`src/rtl/ecp_cmd_pkg.sv`:
```
package ecp_cmd_pkg;

  // Handshake phases of one forward command cycle
  typedef enum logic [1:0] {
    HS_IDLE   = 2'd0,
    HS_SETTLE = 2'd1,
    HS_ACK    = 2'd2
  } hs_state_t;

  // Indices of the decoded strobes
  localparam int STB_CLR = 0;
  localparam int STB_GO  = 1;
  localparam int NUM_STB = 2;

endpackage

```
`src/rtl/ecp_sync.sv`:
```
module ecp_sync #(
  parameter int               WIDTH   = 1,
  parameter int               STAGES  = 2,
  parameter logic [WIDTH-1:0] RST_VAL = '0
) (
  input  logic             clk,
  input  logic             rst_n,
  input  logic [WIDTH-1:0] d_i,
  output logic [WIDTH-1:0] q_o
);

  localparam int CHAIN_W = STAGES * WIDTH;

  logic [CHAIN_W-1:0] chain_q;

  always_ff @(posedge clk or negedge rst_n) begin
    if (!rst_n) chain_q <= {STAGES{RST_VAL}};
    else        chain_q <= {chain_q[CHAIN_W-WIDTH-1:0], d_i};
  end

  assign q_o = chain_q[CHAIN_W-1 -: WIDTH];

endmodule

```
`src/rtl/ecp_settle_hs.sv`:
```
module ecp_settle_hs
  import ecp_cmd_pkg::*;
#(
  parameter int SETTLE_CYC = 188
) (
  input  logic clk,
  input  logic rst_n,
  input  logic fwd_i,       // synchronized direction, 1 = forward
  input  logic hclk_i,      // synchronized host strobe
  output logic ack_o,       // acknowledge toward host
  output logic ack_rise_o,  // acknowledge rises at the coming edge
  output logic oe_o         // data driver enable
);

  localparam int CNT_W = $clog2(SETTLE_CYC + 1);
  localparam logic [CNT_W-1:0] CNT_LAST = CNT_W'(SETTLE_CYC - 1);

  hs_state_t  st_q, st_d;
  logic [CNT_W-1:0] cnt_q;
  logic       hclk_prev_q;
  logic       hclk_fall;
  logic       oe_q;

  assign hclk_fall = hclk_prev_q & ~hclk_i;

  always_comb begin
    st_d = st_q;
    unique case (st_q)
      HS_IDLE:   if (hclk_fall && fwd_i) st_d = HS_SETTLE;
      HS_SETTLE: begin
        if (!fwd_i || hclk_i)      st_d = HS_IDLE;
        else if (cnt_q == CNT_LAST) st_d = HS_ACK;
      end
      HS_ACK:    if (!fwd_i || hclk_i) st_d = HS_IDLE;
      default:   st_d = HS_IDLE;
    endcase
  end

  always_ff @(posedge clk or negedge rst_n) begin
    if (!rst_n) begin
      st_q        <= HS_IDLE;
      cnt_q       <= '0;
      hclk_prev_q <= 1'b1;
      oe_q        <= 1'b0;
    end else begin
      st_q        <= st_d;
      hclk_prev_q <= hclk_i;
      oe_q        <= ~fwd_i;
      if (st_q == HS_SETTLE && st_d == HS_SETTLE) cnt_q <= cnt_q + 1'b1;
      else                                         cnt_q <= '0;
    end
  end

  assign ack_o      = (st_q == HS_ACK);
  assign ack_rise_o = (st_q == HS_SETTLE) && (st_d == HS_ACK);
  assign oe_o       = oe_q;

  AST_ACK_AFTER_FULL_COUNT: assert property (@(posedge clk) disable iff (!rst_n)
    $rose(ack_o) |-> ($past(cnt_q) == CNT_LAST));
  AST_ACK_DROPS_ON_HCLK_HIGH: assert property (@(posedge clk) disable iff (!rst_n)
    (ack_o && hclk_i) |=> !ack_o);
  AST_ACK_DROPS_ON_REVERSE: assert property (@(posedge clk) disable iff (!rst_n)
    (ack_o && !fwd_i) |=> !ack_o);
  AST_NO_START_IN_REVERSE: assert property (@(posedge clk) disable iff (!rst_n)
    (st_q == HS_IDLE && !fwd_i) |=> (st_q == HS_IDLE));

endmodule

```
`src/rtl/ecp_cmd_dec.sv`:
```
module ecp_cmd_dec #(
  parameter int                        DATA_W  = 8,
  parameter int                        NSTB    = 2,
  parameter logic [NSTB*DATA_W-1:0]    SEL_MSK = 16'h0201
) (
  input  logic              clk,
  input  logic              rst_n,
  input  logic              ack_rise_i,
  input  logic              host_ack_i,
  input  logic [DATA_W-1:0] cmd_i,
  output logic [NSTB-1:0]   stb_o
);

  logic [NSTB-1:0] hit;
  logic [NSTB-1:0] stb_q;
  logic            fire;

  assign fire = ack_rise_i & ~host_ack_i;

  for (genvar i = 0; i < NSTB; i++) begin : g_stb
    assign hit[i] = |(cmd_i & SEL_MSK[i*DATA_W +: DATA_W]);

    always_ff @(posedge clk or negedge rst_n) begin
      if (!rst_n) stb_q[i] <= 1'b0;
      else        stb_q[i] <= fire & hit[i];
    end

    AST_STB_ONE_CYCLE: assert property (@(posedge clk) disable iff (!rst_n)
      stb_q[i] |=> !stb_q[i]);
  end

  assign stb_o = stb_q;

  AST_NO_STB_IN_DATA_CYCLE: assert property (@(posedge clk) disable iff (!rst_n)
    (|stb_q) |-> !$past(host_ack_i));

endmodule

```
`src/rtl/ecp_cmd_rx.sv`:
```
module ecp_cmd_rx
  import ecp_cmd_pkg::*;
#(
  parameter int SETTLE_CYC  = 188,
  parameter int DATA_W      = 8,
  parameter int SYNC_STAGES = 2
) (
  input  logic              clk,
  input  logic              rst_n,
  input  logic              rev_req_n_i,
  input  logic              host_clk_i,
  input  logic              host_ack_i,
  input  logic [DATA_W-1:0] data_i,
  output logic              periph_ack_o,
  output logic              data_oe_o,
  output logic              fifo_clr_o,
  output logic              scan_go_o
);

  localparam int SYNC_W = DATA_W + 3;
  localparam logic [SYNC_W-1:0] SYNC_RST = {1'b1, 1'b1, 1'b0, {DATA_W{1'b0}}};
  localparam logic [NUM_STB*DATA_W-1:0] STB_MASKS =
    {DATA_W'(1) << 1, DATA_W'(1)};

  logic [SYNC_W-1:0]  raw_in, syn;
  logic               s_fwd, s_hclk, s_hack;
  logic [DATA_W-1:0]  s_data;
  logic               ack_rise;
  logic [NUM_STB-1:0] stb;

  assign raw_in = {rev_req_n_i, host_clk_i, host_ack_i, data_i};

  ecp_sync #(
    .WIDTH  (SYNC_W),
    .STAGES (SYNC_STAGES),
    .RST_VAL(SYNC_RST)
  ) u_sync (
    .clk  (clk),
    .rst_n(rst_n),
    .d_i  (raw_in),
    .q_o  (syn)
  );

  assign {s_fwd, s_hclk, s_hack, s_data} = syn;

  ecp_settle_hs #(
    .SETTLE_CYC(SETTLE_CYC)
  ) u_hs (
    .clk       (clk),
    .rst_n     (rst_n),
    .fwd_i     (s_fwd),
    .hclk_i    (s_hclk),
    .ack_o     (periph_ack_o),
    .ack_rise_o(ack_rise),
    .oe_o      (data_oe_o)
  );

  ecp_cmd_dec #(
    .DATA_W (DATA_W),
    .NSTB   (NUM_STB),
    .SEL_MSK(STB_MASKS)
  ) u_dec (
    .clk       (clk),
    .rst_n     (rst_n),
    .ack_rise_i(ack_rise),
    .host_ack_i(s_hack),
    .cmd_i     (s_data),
    .stb_o     (stb)
  );

  assign fifo_clr_o = stb[STB_CLR];
  assign scan_go_o  = stb[STB_GO];

  AST_NO_DRIVE_WHILE_ACK: assert property (@(posedge clk) disable iff (!rst_n)
    !(periph_ack_o && data_oe_o));
  AST_STB_WITH_ACK: assert property (@(posedge clk) disable iff (!rst_n)
    (fifo_clr_o || scan_go_o) |-> periph_ack_o);
  AST_STB_ON_ACK_RISE: assert property (@(posedge clk) disable iff (!rst_n)
    (fifo_clr_o || scan_go_o) |-> $rose(periph_ack_o));

endmodule

```
`config.mk`:
```
export PLATFORM = sky130hd
export DESIGN_NAME = ecp_cmd_rx
export DESIGN_NICKNAME = d
export VERILOG_FILES = /design/src/rtl/ecp_cmd_pkg.sv /design/src/rtl/ecp_sync.sv /design/src/rtl/ecp_settle_hs.sv /design/src/rtl/ecp_cmd_dec.sv /design/src/rtl/ecp_cmd_rx.sv
export SDC_FILE = /design/constraint.sdc
export NUM_CORES = 1
export LEC_CHECK = 0
export ABC_CLOCK_PERIOD_IN_PS = 2400
export BUFFER_PORTS_ARGS = -buffer_cell sky130_fd_sc_hd__buf_2
export CAP_MARGIN = 20
export CORE_MARGIN = 10
export CORE_UTILIZATION = 55
export CTS_CLUSTER_SIZE = 12
export DETAILED_ROUTE_END_ITERATION = 10
export GPL_TIMING_DRIVEN = 0
export PLACE_DENSITY = 0.82
export REMOVE_ABC_BUFFERS = 1
export SYNTH_ARGS = -nofsm -noshare
export SYNTH_HDL_FRONTEND = slang
export SYNTH_SLANG_ARGS = --single-unit
```
`constraint.sdc`:
```
create_clock -name clk -period 2.4 [get_ports clk]
set_input_delay 0.12 -clock clk [delete_from_list [all_inputs] [get_ports clk]]
set_output_delay 0.12 -clock clk [all_outputs]
set_load 0.05 [all_outputs]
```
Word level (Yosys, flattened, before mapping)

Index checks and enable logic that the tools add are counted.

Bits in registers: 36
Latch bits: 0
Bits in writable memories: 0
Bits in read-only memories: 0
Input port bits: 13
Output and inout port bits: 4
Logic and storage cells: 32
Memories: 0

Add/sub/neg operators: 1
$mul: 0
Div/mod/pow operators: 0
Magnitude comparators: 0
Eq/ne operators: 5
Shifts and indexed selects: 0
Mux-type cells: 6
Bitwise operators: 7
Reduce and logical (&&, ||, !) cells: 6

Operator list:

| operator                                                         | number |
|---|---|
| 8-bit by 1-bit adder with 8-bit output (second input constant)   | 1 |
| 8-bit == test (second input constant)                            | 1 |
| 2-bit two-way mux                                                | 4 |
| 8-bit two-way mux                                                | 1 |
| 2-bit case mux with 3 select lines                               | 1 |
| 1-bit AND                                                        | 4 |
| 2-bit by 1-bit == test with 1-bit output (second input constant) | 2 |
| 2-bit == test (second input constant)                            | 2 |
| 1-bit logical AND                                                | 3 |
| 1-bit inverter                                                   | 3 |
| 2-bit logical NOT                                                | 1 |
| 1-bit logical NOT                                                | 1 |
| 1-bit logical OR                                                 | 1 |

Logic depth before layout (Yosys ltp)

Word-level depth: 9
Mapped depth: 4
Depth with buffers taken out: 4

Cells and area by module

Synthesis repeated with hierarchy kept, for this count alone.

Cells, all modules: 88
Area total of the unflattened synthesis: 1270.0 µm²

By module, submodules not included:

| module        | instances | cells each | area an instance (µm²) |
|---|---|---|---|
| ecp_sync      | 1         | 33         | 638.1 |
| ecp_settle_hs | 1         | 51         | 564.3 |
| ecp_cmd_dec   | 1         | 4          | 67.6 |

Worst setup path before layout

OpenSTA, ideal clock, no wires.

Path kind: register -> register
Start point: register u_hs.cnt_q[0]
End point: register u_hs.st_q[1]
Library setup time: 77 ps
Data arrival time: 1282 ps
Setup slack: 1040 ps
Cell stages (with the launch flop): 5
Path buffers: 0
Cells stage by stage: dfrtp_1 -> ha_1 -> nand4bb_4 -> or4_1 -> a21oi_1

Word-level cells in the longest chain between the ends: 4

Ends and longest elaborated chain:

| item                               | line                | source |
|---|---|---|
| start, declared                    | ecp_settle_hs.sv:19 | `logic [CNT_W-1:0] cnt_q;` |
| start signal, assigned             | ecp_settle_hs.sv:49 | `if (st_q == HS_SETTLE && st_d == HS_SETTLE) cnt_q <= cnt_q + 1'b1;` |
| 8-bit == test                      | ecp_settle_hs.sv:32 | `else if (cnt_q == CNT_LAST) st_d = HS_ACK;` |
| 2-bit two-way mux                  | ecp_settle_hs.sv:32 |  |
| 2-bit two-way mux                  | ecp_settle_hs.sv:31 | `if (!fwd_i \|\| hclk_i) st_d = HS_IDLE;` |
| 2-bit case mux with 3 select lines | ecp_settle_hs.sv:28 | `unique case (st_q)` |
| via u_hs.st_d[1]                   | ecp_settle_hs.sv:18 | `hs_state_t st_q, st_d;` |
| end signal, assigned               | ecp_settle_hs.sv:46 | `st_q <= st_d;` |
| end, declared                      | ecp_settle_hs.sv:18 |  |

The timed path passes the listed nets, and every way through them passes these cells.

Final worst setup path

Ends and elaborated chain as after synthesis.

==> impl_metrics.env <==
export IMPL_grt_overflow_total=0
export IMPL_powerDensity_mw_per_mm2=696
export IMPL_drcViolationCount=0
export IMPL_status="completed"
export IMPL_ant_nets=0
export IMPL_setup_viol=0
export IMPL_grt_pass1_vias=549
export IMPL_fmax_mhz=666
export IMPL_crit_type="flop to flop"
export IMPL_num_rows=14
export IMPL_crit_fanout=6
export IMPL_n_antenna_cell=0
export IMPL_worst_slew_pin_slew_ns=0.505
export IMPL_cts_buffer_depth=2
export IMPL_crit_required_ns=2.65
export IMPL_finalClockSkew_ns=0.000930
export IMPL_cpPeakStageDelay_ns=0.42
export IMPL_drv_slew=0
export IMPL_grt_max_degree=25
export IMPL_endpoint_kind="flop"
export IMPL_first_pass_iters=4
export IMPL_netlist_area_sq_um=877
export IMPL_syn_area_per_cell_sq_um=13.1
export IMPL_synth_seq_cells=24
export IMPL_r2r_end="u_hs.st_q[1]$_DFF_PN0_"
export IMPL_reg2reg_depth=4
export IMPL_final_cell_mix="19 x dfrtp_1, 10 x buf_2, 6 x nor2_1, 6 x dlygate4sd3_1"
export IMPL_ys_types=23
export IMPL_ioPinCount=17
export IMPL_totalWireLength_mm=1.43
export IMPL_cts_buffers=3
export IMPL_critPathCapture="u_hs.st_q[1]$_DFF_PN0_"
export IMPL_post_cts_resized=0
export IMPL_drive_gt1_frac=0.253
export IMPL_crit_path_start_kind="flop"
export IMPL_cts_max_level=1
export IMPL_timing_critical_path_from="u_hs.cnt_q[0]$_DFF_PN0_"
export IMPL_hold_class="primary input to async pin"
export IMPL_cts_tree="built"
export IMPL_cts_root_buffer="clkbuf_4"
export IMPL_clk_latency_ns=0.31
export IMPL_die_h_um=59.9
export IMPL_r2r_setup_slack_ns=0.90
export IMPL_slew_headroom=0.664
export IMPL_nets=102
export IMPL_port_buffers=10
export IMPL_ys_warn_count=0
export IMPL_routedWlPerCell_um=13.9
export IMPL_grt_usage=0.0881
export IMPL_yosysSeqAreaShare=0.692
export IMPL_vias=561
export IMPL_crit_chain="ha_1, nand4bb_4, or4_1, a21oi_1"
export IMPL_place_congestion=0.782
export IMPL_path_clk_slew_ns=0.13
export IMPL_syn2layout_area_growth_pct=20.8
export IMPL_p_leak_nw=0.462
export IMPL_critPathSlowestCell="dfrtp_1"
export IMPL_period_share=0.626
export IMPL_r2r_start="u_hs.cnt_q[0]$_DFF_PN0_"
export IMPL_setup_tns_ns=0
export IMPL_start_util=0.582
export IMPL_core_sq_mm=0.00151
export IMPL_clock_sinks=24
export IMPL_viasPerCell=5.45
export IMPL_antenna_found_initial=0
export IMPL_dp_hpwl_mm=1.03
export IMPL_layout_commonest_cell="dfrtp_1"
export IMPL_drt_iter0_markers=5
export IMPL_syn_inst=67
export IMPL_rsz0062_at_grt="no"
export IMPL_holdWs_ns=0.291
export IMPL_irDropWorstVdd_uv=429
export IMPL_die_w_um=59.9
export IMPL_grt_pass1_wl_mm=2.42
export IMPL_cp_arrival_ns=1.75
export IMPL_hold_viol=0
export IMPL_min_period_ns=1.50
export IMPL_fp_dieArea_sq_mm=0.00359
export IMPL_max_cap_violations=0
[critical path: cells and delay by family, from the launching register on]
kind / cells / cell delay (ns)
compound gates: 1 / 0.15
fa+ha+maj: 1 / 0.29
flops: 1 / 0.42
simple gates: 2 / 0.58
[cells in the mapped netlist]
cell type | count | share of area
and2_1 | 2 | 0.014
nor3_1 | 1 | 0.0057
inv_1 | 4 | 0.017
dfstp_2 | 5 | 0.15
nand2_1 | 5 | 0.021
nand4bb_1 | 1 | 0.013
o21bai_1 | 1 | 0.0086
or3_1 | 3 | 0.021
a21oi_1 | 2 | 0.011
nand3_2 | 1 | 0.011
nand3_1 | 4 | 0.023
or4_1 | 1 | 0.0086
or2b_2 | 1 | 0.010
xor2_1 | 2 | 0.020
a31oi_1 | 2 | 0.014
nand4bb_4 | 1 | 0.031
nand4_1 | 1 | 0.0071
dfrtp_1 | 19 | 0.54
nor2_1 | 6 | 0.026
xnor2_1 | 1 | 0.010
nor4_1 | 2 | 0.014
o21ai_0 | 1 | 0.0057
ha_1 | 1 | 0.014
[timing repair]
action                                  in CTS  in global routing
hold buffers                                 6                  0
buffers inserted                             0                  0
endpoints found under the hold margin       24                  0
endpoints found under the setup margin       0                  0
[per-layer routing]
layer,GRT usage,vias to the layer above,wire length (um)
met3,0.0254,4,65
met1,0.104,279,658
li1,-,269,-
met2,0.140,9,683
met4,0.0481,0,22
met5,0,-,0
[per-stage QoR]
step / total power [W] / area [sq um] / instances / setup WS, ns / util
5_1_grt: 0.000764 / 1060 / 103 / 0.781 / 0.703
6_report: 0.000738 / 1060 / 103 / 0.899 / 0.703
2_1_floorplan: 0.000437 / 877 / 67 / 1.04 / -
3_5_place_dp: 0.000452 / 947 / 93 / 0.906 / 0.629
4_1_cts: 0.000740 / 1060 / 103 / 0.886 / 0.703
3_3_place_gp: 0.000450 / 947 / 93 / 0.953 / 0.629
[how the worst min path moves through the flow]
stage / startpoint / to / depth (start not counted)
after floorplan: rst_n / u_dec.stb_o[0]$_DFF_PN0_ / 0
after global placement: rst_n / u_hs.cnt_q[7]$_DFF_PN0_ / 1
after detailed placement: rst_n / u_hs.cnt_q[7]$_DFF_PN0_ / 1
after CTS: rst_n / u_hs.st_q[1]$_DFF_PN0_ / 2
after global routing: rst_n / u_hs.st_q[1]$_DFF_PN0_ / 2
final: rst_n / u_hs.cnt_q[7]$_DFF_PN0_ / 2
[area by class of cell]
type	instances	area, sq um
clock buffer	3	22.5
clock inverter	1	30.0
fill	105	447
inverter	4	15.0
multi-input combinational	39	255
sequential	24	607
tap	16	20.0
timing repair buffer	16	110
[logic make-up after synthesis]
logic type | Yosys count | share of synthesized area
flops | 24 | 0.692
simple gates | 29 | 0.207
xor+xnor | 3 | 0.0300
compound gates | 6 | 0.0399
fa+ha+maj | 1 | 0.0143
buf+inv | 4 | 0.0171
[where the power goes]
group,switching (W),total [W],internal (W)
Clock,0.000118,0.000287,0.000169
Sequential,0.00000439,0.000423,0.000419
Combinational,0.0000154,0.0000279,0.0000126
Total,0.000138,0.000738,0.000600
[sequential cells by signal (all words and copies together), names as in the netlist]
| register | count |
|---|---|
| u_hs.oe_o | 1 |
| u_hs.cnt_q | 8 |
| u_hs.hclk_prev_q | 1 |
| u_dec.stb_o | 2 |
| u_hs.st_q | 2 |
| u_sync.chain_q | 10 |
Power figures use the tool's default switching activity.
